### src/rtl/chsq_pkg.sv
package chsq_pkg;
  typedef enum logic [1:0] {
    MODE_SINGLE = 2'd0,
    MODE_MASK   = 2'd1,
    MODE_SWEEP  = 2'd2
  } seq_mode_e;

  // {sequence flag, mask flag} as decoded from a control word
  localparam logic [1:0] CMD_PLAIN  = 2'b00;
  localparam logic [1:0] CMD_LOADM  = 2'b01;
  localparam logic [1:0] CMD_KEEP   = 2'b10;
  localparam logic [1:0] CMD_SWEEP  = 2'b11;
endpackage

### src/rtl/chsq_mask_scan.sv
module chsq_mask_scan #(
  parameter int N  = 16,
  parameter int AW = 4
) (
  input  logic [N-1:0]  mask,
  input  logic [AW-1:0] from,
  output logic [AW-1:0] pick,
  output logic          hit
);
  // First set bit strictly after 'from', wrapping; 'from' itself is tried last.
  always_comb begin
    pick = '0;
    hit  = 1'b0;
    for (int k = N; k >= 1; k--) begin
      int idx;
      idx = int'(from) + k;
      if (idx >= N) idx = idx - N;
      if (mask[idx]) begin
        pick = AW'(idx);
        hit  = 1'b1;
      end
    end
  end
endmodule

### src/rtl/chsq_out_reg.sv
module chsq_out_reg #(
  parameter int AW = 4
) (
  input  logic          clk,
  input  logic          rst,
  input  logic          load,
  input  logic [AW-1:0] din,
  output logic          can_load,
  output logic          out_valid,
  input  logic          out_ready,
  output logic [AW-1:0] out_data
);
  assign can_load = !out_valid || out_ready;

  always_ff @(posedge clk) begin
    if (rst) begin
      out_valid <= 1'b0;
      out_data  <= '0;
    end else if (load) begin
      out_valid <= 1'b1;
      out_data  <= din;
    end else if (out_ready) begin
      out_valid <= 1'b0;
    end
  end

  assert_hold_R9: assert property (@(posedge clk) disable iff (rst)
    (out_valid && !out_ready) |=> (out_valid && $stable(out_data)));
endmodule

### src/rtl/chsq_top.sv
module chsq_top #(
  parameter int NCH = 16,
  localparam int AW = $clog2(NCH),
  localparam int WW = NCH
) (
  input  logic          clk,
  input  logic          rst,
  input  logic          frm_valid,
  output logic          frm_ready,
  input  logic          frm_wr,
  input  logic [WW-1:0] frm_word,
  output logic          ch_valid,
  input  logic          ch_ready,
  output logic [AW-1:0] ch_num,
  output logic          mask_empty
);
  import chsq_pkg::*;

  localparam int MASK_BIT = AW;
  localparam int SEQ_BIT  = AW + 1;

  seq_mode_e       mode;
  logic [AW-1:0]   nxt, last, adv;
  logic [NCH-1:0]  mask;
  logic            want_mask;
  logic            take;
  logic [AW-1:0]   w_addr;
  logic [1:0]      w_cmd;
  logic [AW-1:0]   scan_pick, low_pick;
  logic            scan_hit, low_hit;

  assign take   = frm_valid && frm_ready;
  assign w_addr = frm_word[AW-1:0];
  assign w_cmd  = {frm_word[SEQ_BIT], frm_word[MASK_BIT]};

  chsq_mask_scan #(.N(NCH), .AW(AW)) u_scan (
    .mask(mask), .from(nxt), .pick(scan_pick), .hit(scan_hit));

  chsq_mask_scan #(.N(NCH), .AW(AW)) u_low (
    .mask(frm_word[NCH-1:0]), .from(AW'(NCH - 1)), .pick(low_pick), .hit(low_hit));

  always_comb begin
    case (mode)
      MODE_SWEEP: adv = (nxt == last) ? '0 : nxt + 1'b1;
      MODE_MASK:  adv = scan_hit ? scan_pick : '0;
      default:    adv = nxt;
    endcase
  end

  always_ff @(posedge clk) begin
    if (rst) begin
      mode       <= MODE_SINGLE;
      nxt        <= '0;
      last       <= '0;
      mask       <= '0;
      want_mask  <= 1'b0;
      mask_empty <= 1'b0;
    end else if (take) begin
      want_mask <= 1'b0;
      if (want_mask) begin
        if (frm_wr) begin
          mask       <= frm_word[NCH-1:0];
          mode       <= MODE_MASK;
          nxt        <= low_hit ? low_pick : '0;
          mask_empty <= !low_hit;
        end
      end else if (frm_wr) begin
        case (w_cmd)
          CMD_PLAIN: begin
            mode <= MODE_SINGLE; nxt <= w_addr; mask_empty <= 1'b0;
          end
          CMD_LOADM: begin
            mode <= MODE_SINGLE; nxt <= w_addr; mask_empty <= 1'b0;
            want_mask <= 1'b1;
          end
          CMD_KEEP: nxt <= (mode == MODE_SINGLE) ? w_addr : adv;
          default: begin
            mode <= MODE_SWEEP; last <= w_addr; nxt <= '0; mask_empty <= 1'b0;
          end
        endcase
      end else begin
        nxt <= adv;
      end
    end
  end

  chsq_out_reg #(.AW(AW)) u_out (
    .clk(clk), .rst(rst), .load(take), .din(nxt), .can_load(frm_ready),
    .out_valid(ch_valid), .out_ready(ch_ready), .out_data(ch_num));

  assert_sweep_bound_R7: assert property (@(posedge clk) disable iff (rst)
    (mode == MODE_SWEEP) |-> (nxt <= last));
  assert_mask_member_R5: assert property (@(posedge clk) disable iff (rst)
    (mode == MODE_MASK && !mask_empty) |-> mask[nxt]);
  assert_empty_zero_R6: assert property (@(posedge clk) disable iff (rst)
    mask_empty |-> (nxt == '0 && mode == MODE_MASK));
  assert_wait_one_R10: assert property (@(posedge clk) disable iff (rst)
    (want_mask && take) |=> !want_mask);
  assert_no_take_full_R9: assert property (@(posedge clk) disable iff (rst)
    (ch_valid && !ch_ready) |-> !frm_ready);
endmodule

### config.mk
export PLATFORM = sky130hd
export DESIGN_NAME = chsq_top
export DESIGN_NICKNAME = d
export VERILOG_FILES = /design/src/rtl/chsq_pkg.sv /design/src/rtl/chsq_mask_scan.sv /design/src/rtl/chsq_out_reg.sv /design/src/rtl/chsq_top.sv
export SDC_FILE = /design/constraint.sdc
export NUM_CORES = 1
export LEC_CHECK = 0
export ABC_CLOCK_PERIOD_IN_PS = 11180
export BUFFER_PORTS_ARGS = -buffer_cell sky130_fd_sc_hd__buf_2
export CORE_MARGIN = 3
export CORE_UTILIZATION = 45
export CTS_CLUSTER_DIAMETER = 50
export DETAILED_ROUTE_END_ITERATION = 10
export PLACE_DENSITY = 0.68
export SYNTH_ARGS = -nofsm -noshare
export SYNTH_HDL_FRONTEND = slang
export SYNTH_SLANG_ARGS = --single-unit
### constraint.sdc
create_clock -name clk -period 11.18 [get_ports clk]
set_input_delay 2.795 -clock clk [delete_from_list [all_inputs] [get_ports clk]]
set_output_delay 2.795 -clock clk [all_outputs]
set_load 0.02 [all_outputs]
==> results of run 1 <==
critical path, delay by kind of cell:
| kind | cells | cell delay [ns] |
|---|---|---|
| buffers and inverters | 2 | 0.30 |
| AND/OR/NAND/NOR | 1 | 0.23 |
cells in the final DEF (no fill, tap or decap), types with 6 or more instances in the layout:
cell type,count
nand2_1,74
a21oi_1,59
nor2_1,42
dfxtp_1,32
mux4_2,31
buf_2,27
mux2i_1,24
o21ai_0,20
inv_1,18
nand3_1,13
xnor2_1,10
nor3_1,10
ha_1,10
mux2_2,9
nand2b_1,7
o22ai_1,7
clkbuf_8,6
power by group:
part	leakage, nW	switching [W]	internal [W]
Combinational	1.16	0.0000670	0.0000440
Sequential	0.268	0.00000701	0.000121
Clock	0.0443	0.0000424	0.0000488
Total	1.48	0.000116	0.000213
metal layers:
layer	wire length (um)	vias up	track usage [%]	share of wire, %
met5	0	-	0	0
met2	5160	180	37.2	46
met1	4940	1860	32.1	44
met4	285	0	7.77	2.5
met3	905	24	3.79	8.0
li1	-	1843	-	-
metrics by stage:
step	util (%)	instance area [um^2]
global placement	48.7	4060
detailed placement	48.7	4060
finish	49.8	4150
CTS	49.8	4150
global route	49.8	4150
floorplan	-	3910
state kept, by name, summed over array words and instances, names as in the netlist:
| register | cells |
|---|---|
| last | 4 |
| mask | 16 |
| mask_empty | 1 |
| mode | 2 |
| nxt | 4 |
| u_out.out_data | 4 |
| u_out.out_valid | 1 |
| want_mask | 1 |
how the worst min path moves through the flow:
stage / to / slack, ns / depth (start not counted) / start
3_5_place_dp: u_out.out_data[3]$_SDFFE_PP0P_ / 0.44 / 2 / u_out.out_data[3]$_SDFFE_PP0P_
6_report: u_out.out_data[3]$_SDFFE_PP0P_ / 0.45 / 2 / u_out.out_data[3]$_SDFFE_PP0P_
3_3_place_gp: u_out.out_data[3]$_SDFFE_PP0P_ / 0.44 / 2 / u_out.out_data[3]$_SDFFE_PP0P_
2_1_floorplan: last[0]$_SDFFE_PP0P_ / 0.48 / 2 / last[0]$_SDFFE_PP0P_
5_1_grt: u_out.out_data[3]$_SDFFE_PP0P_ / 0.47 / 2 / u_out.out_data[3]$_SDFFE_PP0P_
4_1_cts: u_out.out_data[3]$_SDFFE_PP0P_ / 0.45 / 2 / u_out.out_data[3]$_SDFFE_PP0P_
final cells by class:
type,count,share of cell area [%]
Clock buffer,7,2.08
Sequential cell,33,15.9
Timing Repair Buffer,30,3.80
Inverter,20,1.81
Tap cell,105,3.17
Multi-Input combinational cell,404,73.2
cell families after synthesis:
kind of cell,count (synthesis),synth area share (%)
AND/OR/NAND/NOR,176,21.1
AO/OA/AOI/OAI,138,23.0
multiplexers,64,26.6
buffers and inverters,49,5.50
flip-flops,33,16.9
XOR/XNOR,16,3.77
adder cells (fa/ha/maj),10,3.20
==> results.md, run 1 <==
* Initial Util at between 40% and 50%
* Mean routed wirelength per cell at approximately 19 um
* Cells along the critical path: buf_2, nand2b_1, buf_2
* Post-route clock skew at 0.00312 ns
* Most frequently used flop master after synthesis: dfxtp_1
* Arrival @ worst endpoint at approximately 3.3 ns
* Layout Area Growth over Synthesis at 6.04%
* Global-route wire length before repair at between 15000 and 20000 um
* Worst-Skew Late Latency at 0.28 ns
* Via density per instance at 6.52
* Worst Hold Margin at approximately 0.45 ns
* Number of non-filler instances in the completed layout at 599
* Number of buffers inserted during clock tree synthesis at 5
* Cell seen most often among critical-path stages: buf_2
* Resized Gates After CTS at 0
* Min-Delay Path Class: register to register
* Number of port buffers at 27
* Crit path largest cell delay at roughly 0.23 ns
* Most frequent cells after synthesis: nand2_1 (74), a21oi_1 (59), nor2_1 (42)
* Number of endpoints with negative hold slack in the final report at 0
* Worst Max-Slew Pin Slew at between 0.9 and 1 ns
* Total negative slack for setup checks at 0 ns
* Cells after synthesis at 486
* Number of buffers inserted for hold repair after clock tree synthesis at 0
* Clk slew on worst S/H paths at ~0.060 ns
* Iter 0 DRT Violations at ~360
* Static leakage power at 1.48 nW
* Register area at 662 um^2
* Final HPWL DP at between 8000 and 9000 um
* Net count of the finished layout at between 500 and 600
* Tcrit/Tclk final at between 50 and 60%
* Setup slack, reg-to-reg at between 5 and 6 ns
* Post-synthesis register bit count at 33
* CTS Root Buffer Type: clkbuf_8
* Number of core rows at 33
* Highest net fanout along the worst path at 7
* Die Ht at between 90 and 100 um
* Highest clock frequency the design can meet at ~160 MHz
* Cell Count Post-Placement at a little under 600
* Post-synth EDFFs at 0
* Critical path required time at around 8.4 ns
* Overall power consumption at between 0.0003 and 0.0004 W
* Area occupied by multi-input gates at 0.00304 mm^2
* Final estimated routing congestion in global placement at 0.977
* Share of final-layout standard cells stronger than drive strength 1 at roughly 17%
* Largest area contributor in the netlist: mux4_2
* Worst setup SP type: input port
* Power density over the cells at between 70 and 80 mW/mm^2
* Final WS setup at 5.06 ns
* CTS sink cnt at 33
* Final antenna-violating net count at 0
* Grt total ovfl at 0
* Pre-Repair DR Iteration Count at 5
* Synthesized area per cell at approximately 8.1 um^2
* Number of max-cap violations at 0
* Kind of end point of the critical path: output port
* Number of antenna violations at the first check in global routing at 0
* Number of top-level design ports at 28
* Number of distinct library cells after synthesis at 68
* Clock tree from TritonCTS: yes
* Worst reg2reg endpoint: nxt[0]$_SDFFE_PP0P_
* Register-to-Register Path Depth at 12
* Worst Setup SP: ch_ready
* H-tree depth reported by CTS at 2
* Post-Synthesis Cell Area at approximately 0.0039 mm^2
* Share of flip-flops with an asynchronous set or reset after synthesis at 0%
* Full die area at ~0.0099 mm^2
* All-Layer GR Usage at around a quarter
* Vias at roughly 3900
* Sequential share of the synthesized area at between 10% and 20%
* Horizontal extent of the die at around 100 um
* # DRC at 0
* RSZ-0062 raised after global routing: false
* Status: completed
* Leading cell types by total area after synthesis: mux4_2 (18%), dfxtp_1 (17%), a21oi_1 (7.5%)
* # setup viols final at 0
* Antenna cells at 0
* Number of pins with negative max-slew slack in the final report at 0
* Max Root-Sink Buffers at 2
* Most common cell in the netlist: nand2_1
* Start of the worst register-to-register path: nxt[0]$_SDFFE_PP0P_
* Pin count of the biggest net entering global routing at 38
* Worst setup path endpoint: frm_ready
* Buffers inserted during post-CTS setup optimization at 0
* Layout filler cell count at 847
* Critical Setup Path Class: input port to output port
* Synth Net Count at approximately 520
* Placement-stage worst setup slack at between 5 and 6 ns
* Maximum ir drop on the vdd rail at approximately 0.000091 V
* Via count of the first global-routing pass at 3615
* Area of the core region at ~0.0083 mm^2
* Post-Route WL at 11300 um
* Slew HR at 33.8%
* Area share of the leading cell type in the synthesized netlist at 17.8%
* CP max-delay cell: nand2b_1
* Synthesis Warnings at 0
* Shortest clock period the worst path allows after layout at about 6.1 ns
(Power assumes the default switching activity.)
==> inputs of run 2 (changes only) <==
--- a/config.mk
+++ b/config.mk
@@ -5,13 +5,14 @@
 export SDC_FILE = /design/constraint.sdc
 export NUM_CORES = 1
 export LEC_CHECK = 0
-export ABC_CLOCK_PERIOD_IN_PS = 11180
+export ABC_AREA = 1
+export ABC_CLOCK_PERIOD_IN_PS = 5460
 export BUFFER_PORTS_ARGS = -buffer_cell sky130_fd_sc_hd__buf_2
 export CORE_MARGIN = 3
 export CORE_UTILIZATION = 45
 export CTS_CLUSTER_DIAMETER = 50
 export DETAILED_ROUTE_END_ITERATION = 10
-export PLACE_DENSITY = 0.68
+export PLACE_DENSITY = 0.71
 export SYNTH_ARGS = -nofsm -noshare
 export SYNTH_HDL_FRONTEND = slang
 export SYNTH_SLANG_ARGS = --single-unit
==> constraint.sdc (replaced) <==
create_clock -name clk -period 5.46 [get_ports clk]
set_input_delay 1.365 -clock clk [delete_from_list [all_inputs] [get_ports clk]]
set_output_delay 1.365 -clock clk [all_outputs]
set_load 0.02 [all_outputs]
==> run 2 against run 1 <==
Compared with the run above: cell count is 19% higher; clock skew is 0.0054 ns higher; clock power is 120% higher; sequential share of layout area is 2.0 points higher; synthesized area is 12% lower; core utilization is 0.42 points higher; critical path type is now register to register; count of clock-buffer cells in the layout stayed put.
==> results.md, run 2 <==
* Number of max-cap violations at 0 (unchanged)
* Antenna cells at 0 (unchanged)
* Buffers inserted during post-CTS setup optimization at 0 (unchanged)
* Placement-stage worst setup slack at 2.10 ns (-2.97 ns)
* Final core area utilization at 50.2% (+0.42 points)
* H-tree depth reported by CTS at 2 (unchanged)
* Synth Net Count at 627 (+21%)
* Horizontal extent of the die at 93.3 um (-6.1%)
* Post-Synthesis Cell Area at 0.00343 mm^2 (-12%)
* Simple-Gate Fraction of Synth Area at 40.7% (+20 points)
* Pin count of the biggest net entering global routing at 29 (-24%)
* # DRC at 0 (unchanged)
* Number of antenna violations at the first check in global routing at 0 (unchanged)
* Power density over the cells at 269 mW/mm^2 (+240%)
* Area share of xor/xnor cells in the synthesized design at 4.24% (+0.46 points)
* Critical Setup Path Class: register to register
* Shortest clock period the worst path allows after layout at 3.48 ns
* Initial Util at 46.7% (-0.19 points)
* Final antenna-violating net count at 0 (unchanged)
* Resized Gates After CTS at 0 (unchanged)
* Highest net fanout along the worst path at 17 (+10)
* Number of core rows at 31 (-6.1%)
* Mean routed wirelength per cell at 15.0 um (-21%)
* Share of flip-flops with an asynchronous set or reset after synthesis at 0% (unchanged)
* Cells after synthesis at 596 (+23%)
* Number of flip-flops under the largest register name at 16 (unchanged)
* Number of buffers inserted during clock tree synthesis at 5 (unchanged)
* Arrival @ worst endpoint at 3.66 ns (+0.34 ns)
* Post-synthesis register bit count at 33 (unchanged)
* Number of buffers inserted for hold repair after clock tree synthesis at 0 (unchanged)
* Tcrit/Tclk final at around 64%
* Post-route clock skew at 0.00849 ns (+0.00537 ns)
* Maximum ir drop on the vdd rail at 0.000159 V (+75%)
* Grt total ovfl at 0 (unchanged)
* Area share of the leading cell type in the synthesized netlist at 21.0% (+3.2 points)
* Via count of the first global-routing pass at 3693 (+2.2%)
* Pre-Repair DR Iteration Count at 7 (+2)
* Number of port buffers at 27 (unchanged)
* Status: completed
* CTS Root Buffer Type: clkbuf_8
* Final HPWL DP at 8090 um (-5.1%)
* Sequential share of the synthesized area at 19.3% (+2.4 points)
* Min-Delay Path Class: register to register
* Register-to-Register Path Depth at 22 (+10)
* Most common cell in the netlist: nand2_1
* Proportion of synthesized area in mux cells at 0% (-27 points)
* Highest clock frequency the design can meet at roughly 290 MHz
* Sum of met3 wire segment lengths after detailed routing at 764 um (-16%)
* Total negative slack for setup checks at 0 ns (unchanged)
* Die Ht at 93.3 um (-6.1%)
* Largest area contributor in the netlist: nand2_1
* Leading cell types by total area after synthesis: nand2_1 (21%), dfxtp_1 (19%), a21oi_1 (9.8%)
* Vias at 3966 (+1.5%)
* Slew HR at 56.0% (+22 points)
* Number of endpoints with negative hold slack in the final report at 0 (unchanged)
* Worst Max-Slew Pin Slew at 0.659 ns (-0.335 ns)
* Synthesis Warnings at 0 (unchanged)
* Number of pins with negative max-slew slack in the final report at 0 (unchanged)
* Max Root-Sink Buffers at 2 (unchanged)
* Number of distinct library cells after synthesis at 38 (-44%)
* Register with the most flip-flops: mask
* Cells on Worst Hold Path at 2 (unchanged)
* Layout Area Growth over Synthesis at 7.38%
* Kind of end point of the critical path: register
* Global-route wire length before repair at 17600 um (-5.3%)
* Synthesized-area fraction occupied by ao, oa, aoi and oai cells at 20.7% (-2.3 points)
* Share of final-layout standard cells stronger than drive strength 1 at 12.3% (-4.9 points)
* Worst-Skew Late Latency at 0.29 ns (about the same)
* Final WS setup at 1.98 ns (-3.08 ns)
* Main combinational cell family by area after synthesis: simple AND/OR/NAND/NOR gates
* Area of the core region at 0.00733 mm^2 (-12%)
* Critical path required time at 5.64 ns (-2.75 ns)
* Post-synth EDFFs at 0 (unchanged)
* Net count of the finished layout at 646 (+23%)
* CTS sink cnt at 33 (unchanged)
* Most frequent cells after synthesis: nand2_1 (192), a21oi_1 (67), nand3_1 (65)
* Adder and majority gate portion of the synthesized area at 3.65% (+0.46 points)
* All-Layer GR Usage at 25.1% (+1.8 points)
* Most frequently used flop master after synthesis: dfxtp_1
* Clk slew on worst S/H paths at 0.07 ns (about the same)
* Full die area at 0.00870 mm^2 (-12%)
* Most common cell after layout, fill and taps aside: nand2_1
* Detailed-routed wire length on met2 at 4980 um (-3.5%)
* Final estimated routing congestion in global placement at 1.01 (+3.2%)
* Clock tree from TritonCTS: yes
* # setup viols final at 0 (unchanged)
* Met1 routed wirelength after detailed routing at 4660 um (-5.6%)
* Commonest non-fill, non-tap cells in the layout: nand2_1 (192), a21oi_1 (67), nand3_1 (65), inv_1 (56), o21ai_0 (45)
* Post-Route WL at 10700 um (-5.3%)
* Synthesized area per cell at 5.75 um^2 (-29%)
* Number of top-level design ports at 28 (unchanged)
* Static leakage power at 1.89 nW (+28%)
* Worst setup SP type: register
* Highest routed metal layer: met4
* Iter 0 DRT Violations at 272 (-24%)
* Via density per instance at 5.55 (-15%)
* RSZ-0062 raised after global routing: false
-- run 2: changes by cell type after synthesis, moves of 7 or more --
| cell | change |
|---|---|
| mux4_2 | -31 |
| a21oi_1 | +8 |
| mux2i_1 | -24 |
| nand2b_1 | -7 |
| clkbuf_1 | -10 |
| o21ai_0 | +25 |
| nand2_2 | +13 |
| xnor2_1 | -10 |
| o22ai_1 | -7 |
| mux2_2 | -9 |
| inv_1 | +38 |
| nand3_1 | +52 |
| nand2_1 | +118 |
-- run 2: final cells by class --
class | instances | area (um^2)
tap | 99 | 124
multi-input combinational | 478 | 2370
clock buffer | 7 | 96.3
inverter | 66 | 253
clock inverter | 1 | 5.00
timing repair buffer | 31 | 165
fill | 783 | 3650
sequential | 33 | 661
-- run 2: where the power goes --
part | total (W) | switching [W] | internal [W]
Combinational | 0.000528 | 0.000362 | 0.000167
Clock | 0.000205 | 0.0000907 | 0.000114
Sequential | 0.000258 | 0.00000904 | 0.000249
Total | 0.000991 | 0.000461 | 0.000530
-- run 2: cells by family after synthesis --
kind of cell | Yosys count
buf+inv | 85
simple gates | 325
flops | 33
xor+xnor | 11
compound gates | 132
fa+ha+maj | 10
-- run 2: routing by layer --
metal,up-vias,GRT usage [%]
met4,0,10.7
li1,1986,-
met2,163,41.3
met3,26,3.94
met1,1791,32.3
met5,-,0
-- run 2: stage by stage --
step / instance area, um^2 / cells / hold slack, ns / power, W
global route: 3680 / 715 / 0.515 / 0.00107
floorplan: 3430 / 596 / 0.454 / 0.000664
CTS: 3680 / 715 / 0.469 / 0.000980
global placement: 3580 / 707 / 0.454 / 0.000777
detailed placement: 3580 / 707 / 0.457 / 0.000778
finish: 3680 / 715 / 0.466 / 0.000991
-- run 2: worst max-delay path, cell delays in order (launching register included) --
cell and delay, ns:
dfxtp_1 0.32, inv_2 0.29, ha_1 0.46, inv_2 0.28, nand3_1 0.11, nand2_1 0.06
inv_1 0.05, nand2_1 0.05, o21ai_1 0.07, inv_1 0.11, nor2_1 0.07, a21oi_1 0.30
inv_1 0.18, nor4_1 0.28, nand3_1 0.15, nand2_1 0.12, nor2_1 0.05, nand2_1 0.06
nand2_1 0.05, nand2_1 0.06, nand2_1 0.05, a21oi_1 0.15, nor2_1 0.06
-- run 2: final timing paths --
check	from	to	slack [ns]
worst max-delay path	nxt[1]$_SDFFE_PP0P_	nxt[3]$_SDFFE_PP0P_	1.98
worst min-delay path	mask_empty$_SDFFE_PP0P_	mask_empty$_SDFFE_PP0P_	0.47
worst max register to register	nxt[1]$_SDFFE_PP0P_	nxt[3]$_SDFFE_PP0P_	1.98
worst min register to register	mask_empty$_SDFFE_PP0P_	mask_empty$_SDFFE_PP0P_	0.47
==> inputs of run 3 (changes only) <==
--- a/config.mk
+++ b/config.mk
@@ -6,7 +6,7 @@
 export NUM_CORES = 1
 export LEC_CHECK = 0
 export ABC_AREA = 1
-export ABC_CLOCK_PERIOD_IN_PS = 5460
+export ABC_CLOCK_PERIOD_IN_PS = 3000
 export BUFFER_PORTS_ARGS = -buffer_cell sky130_fd_sc_hd__buf_2
 export CORE_MARGIN = 3
 export CORE_UTILIZATION = 45
==> constraint.sdc (replaced) <==
create_clock -name clk -period 3 [get_ports clk]
set_input_delay 0.75 -clock clk [delete_from_list [all_inputs] [get_ports clk]]
set_output_delay 0.75 -clock clk [all_outputs]
set_load 0.02 [all_outputs]
==> run 3 against run 2 <==
Compared with the run above: sequential share of layout area is 2.3 points lower; clock skew is 0.0042 ns lower; cell count is 4.2% higher; combinational power is 120% higher; wire length is 3.1% higher; non-clock buffer count is 30 higher; worst hold slack better by 0.0050 ns; clock power is 79% higher; count of clock-buffer cells in the layout stayed put.
==> results.md, run 3 (same netlist as run 2, synthesis figures left out) <==
* Status: completed
* Most common cell after layout, fill and taps aside: nand2_1
* Highest clock frequency the design can meet at 360 MHz (+25%)
* Full die area at 0.00870 mm^2 (unchanged)
* Clk slew on worst S/H paths at 0.07 ns (about the same)
* Mean routed wirelength per cell at 14.8 um (-1.1%)
* Met3 routing resource usage after global routing at 3.06% (-0.88 points)
* CTS sink cnt at 33 (unchanged)
* Start of the worst register-to-register path: nxt[0]$_SDFFE_PP0P_
* Register with the most flip-flops: mask
* Met1 GRT Util at 32.9% (+0.59 points)
* Area of the core region at 0.00733 mm^2 (unchanged)
* Iter 0 DRT Violations at 386 (+42%)
* Min-Delay Path Class: register to register
* Static leakage power at 2.14 nW (+13%)
* Worst min-delay path endpoint: mask_empty$_SDFFE_PP0P_
* Setup slack, reg-to-reg at 0.22 ns (-1.76 ns)
* Die Ht at 93.3 um (unchanged)
* Cells on Worst Hold Path at 2 (unchanged)
* RSZ-0062 raised after global routing: true
* Kind of end point of the critical path: register
* Highest net fanout along the worst path at 7 (-10)
* Final HPWL DP at 8250 um (+2.0%)
* Number of core rows at 31 (unchanged)
* Global-route wire length before repair at 17100 um (-2.8%)
* Number of buffers inserted during clock tree synthesis at 5 (unchanged)
* Number of flip-flops under the largest register name at 16 (unchanged)
* All-Layer GR Usage at 24.7% (-0.38 points)
* Via density per instance at 5.44 (-2.0%)
* Grt total ovfl at 0 (unchanged)
* CTS Root Buffer Type: clkbuf_8
* H-tree depth reported by CTS at 2 (unchanged)
* # DRC at 0 (unchanged)
* Power density over the cells at 468 mW/mm^2 (+74%)
* Critical path required time at 3.17 ns (-2.47 ns)
* Horizontal extent of the die at 93.3 um (unchanged)
* Clock tree from TritonCTS: yes
* Number of port buffers at 27 (unchanged)
* Final estimated routing congestion in global placement at 0.960 (-4.7%)
* Global routing met2 resource utilization at 40.1% (-1.2 points)
* Final antenna-violating net count at 0 (unchanged)
* Worst setup SP type: register
* Antenna cells at 0 (unchanged)
* Vias at 4050 (+2.1%)
* Number of pins with negative max-slew slack in the final report at 0 (unchanged)
* Worst Max-Slew Pin Slew at 0.686 ns (+0.0269 ns)
* Buffers & Inverters on Critical Path at 4 (-1)
* # setup viols final at 0 (unchanged)
* Slew HR at 53.9% (-2.1 points)
* Crit path largest cell delay at 0.41 ns (-0.05 ns)
* Cell seen most often among critical-path stages: nand2_1
* Commonest non-fill, non-tap cells in the layout: nand2_1 (176), a21oi_1 (64), inv_1 (52), nand3_1 (51), o21ai_0 (44)
* Number of top-level design ports at 28 (unchanged)
* Placed cell area at 0.00372 mm^2 (+3.9%)
* Final instance area at 0.00431 mm^2 (+17%)
* Worst-Skew Late Latency at 0.28 ns (about the same)
* Number of max-cap violations at 0 (unchanged)
* Number of antenna violations at the first check in global routing at 0 (unchanged)
* CP max-delay cell: dfxtp_4
* Startpoint of the tightest hold check path: mask_empty$_SDFFE_PP0P_
* Share of final-layout standard cells stronger than drive strength 1 at 24.0% (+12 points)
* Max Root-Sink Buffers at 2 (unchanged)
* Initial Util at 46.7% (unchanged)
* GR peak layer: met2
* Pre-Repair DR Iteration Count at 5 (-2)
* Number of buffers inserted for hold repair after clock tree synthesis at 0 (unchanged)
* Overall power consumption at 0.00202 W (+100%)
* Post-Route WL at 11000 um (+3.1%)
* Pin count of the biggest net entering global routing at 28 (-3.4%)
* Via count of the first global-routing pass at 3569 (-3.4%)
* Post-route clock skew at 0.00432 ns (-0.00417 ns)
* Number of endpoints with negative hold slack in the final report at 0 (unchanged)
* Arrival @ worst endpoint at 2.95 ns (-0.71 ns)
* Layout Area Growth over Synthesis at 25.8%
* Worst reg2reg endpoint: nxt[0]$_SDFFE_PP0P_
* Category of cells accounting for the largest share of critical-path delay: simple AND/OR/NAND/NOR gates
* Net count of the finished layout at 676 (+4.6%)
* Register-to-Register Path Depth at 31 (+41%)
* Shortest clock period the worst path allows after layout at 2.78 ns (-0.697 ns)
* Critical Setup Path Class: register to register
* Maximum ir drop on the vdd rail at 0.000316 V (+99%)
* Tcrit/Tclk final at 92.7% (+29 points)
run 3: cell types whose count changed in the layout (fill, tap and decap cells not counted), sizes merged:
cell,previous run,this run
buf,31,59
clkbuf,7,9
run 3: final cells by class:
cell class | count | area, um^2
timing repair buffer | 61 | 494
inverter | 66 | 273
multi-input combinational | 478 | 2640
clock buffer | 7 | 96.3
sequential | 33 | 673
clock inverter | 1 | 5.00
fill | 711 | 3020
tap | 99 | 124
run 3: per-layer routing:
metal  up-vias  wire (um)
li1       2055          -
met1      1820       4770
met2       139       5280
met3        36        628
met4         0        345
met5         -          0
run 3: what timing repair did:
action | CTS | global route
gates resized for setup | 0 | 84
endpoints found under the setup margin | 0 | 4
setup buffers | 0 | 11
run 3: stage by stage:
stage	util [%]	setup TNS (ns)	setup WS [ns]	hold slack, ns	cells
after global routing	58.8	-0.103	-0.0570	0.498	745
final	58.8	0	0.219	0.471	745
after global placement	50.7	0	0.0281	0.453	724
after floorplan	-	0	0.0134	0.454	596
after detailed placement	50.7	0	0.0743	0.460	724
after CTS	52.1	0	0.0533	0.473	732
run 3: worst max path at each step:
stage	slack, ns	depth (start not counted)	endpoint	startpoint
global placement	0.03	21	nxt[3]$_SDFFE_PP0P_	nxt[0]$_SDFFE_PP0P_
global route	-0.06	28	nxt[2]$_SDFFE_PP0P_	nxt[1]$_SDFFE_PP0P_
detailed placement	0.07	21	nxt[3]$_SDFFE_PP0P_	nxt[1]$_SDFFE_PP0P_
finish	0.22	31	nxt[0]$_SDFFE_PP0P_	nxt[0]$_SDFFE_PP0P_
floorplan	0.01	34	nxt[2]$_SDFFE_PP0P_	nxt[0]$_SDFFE_PP0P_
CTS	0.05	21	nxt[3]$_SDFFE_PP0P_	nxt[0]$_SDFFE_PP0P_
run 3: power breakdown:
part           internal [W]  leakage (nW)  switching, W
Sequential         0.000454         0.271     0.0000212
Combinational      0.000457          1.81      0.000720
Clock              0.000207        0.0542      0.000158
Total               0.00112          2.14      0.000900
run 3: worst min-delay path: stages, from the launching register on:
cell	delay [ns]
dfxtp_1	0.31
nand2_1	0.06
a21oi_1	0.06
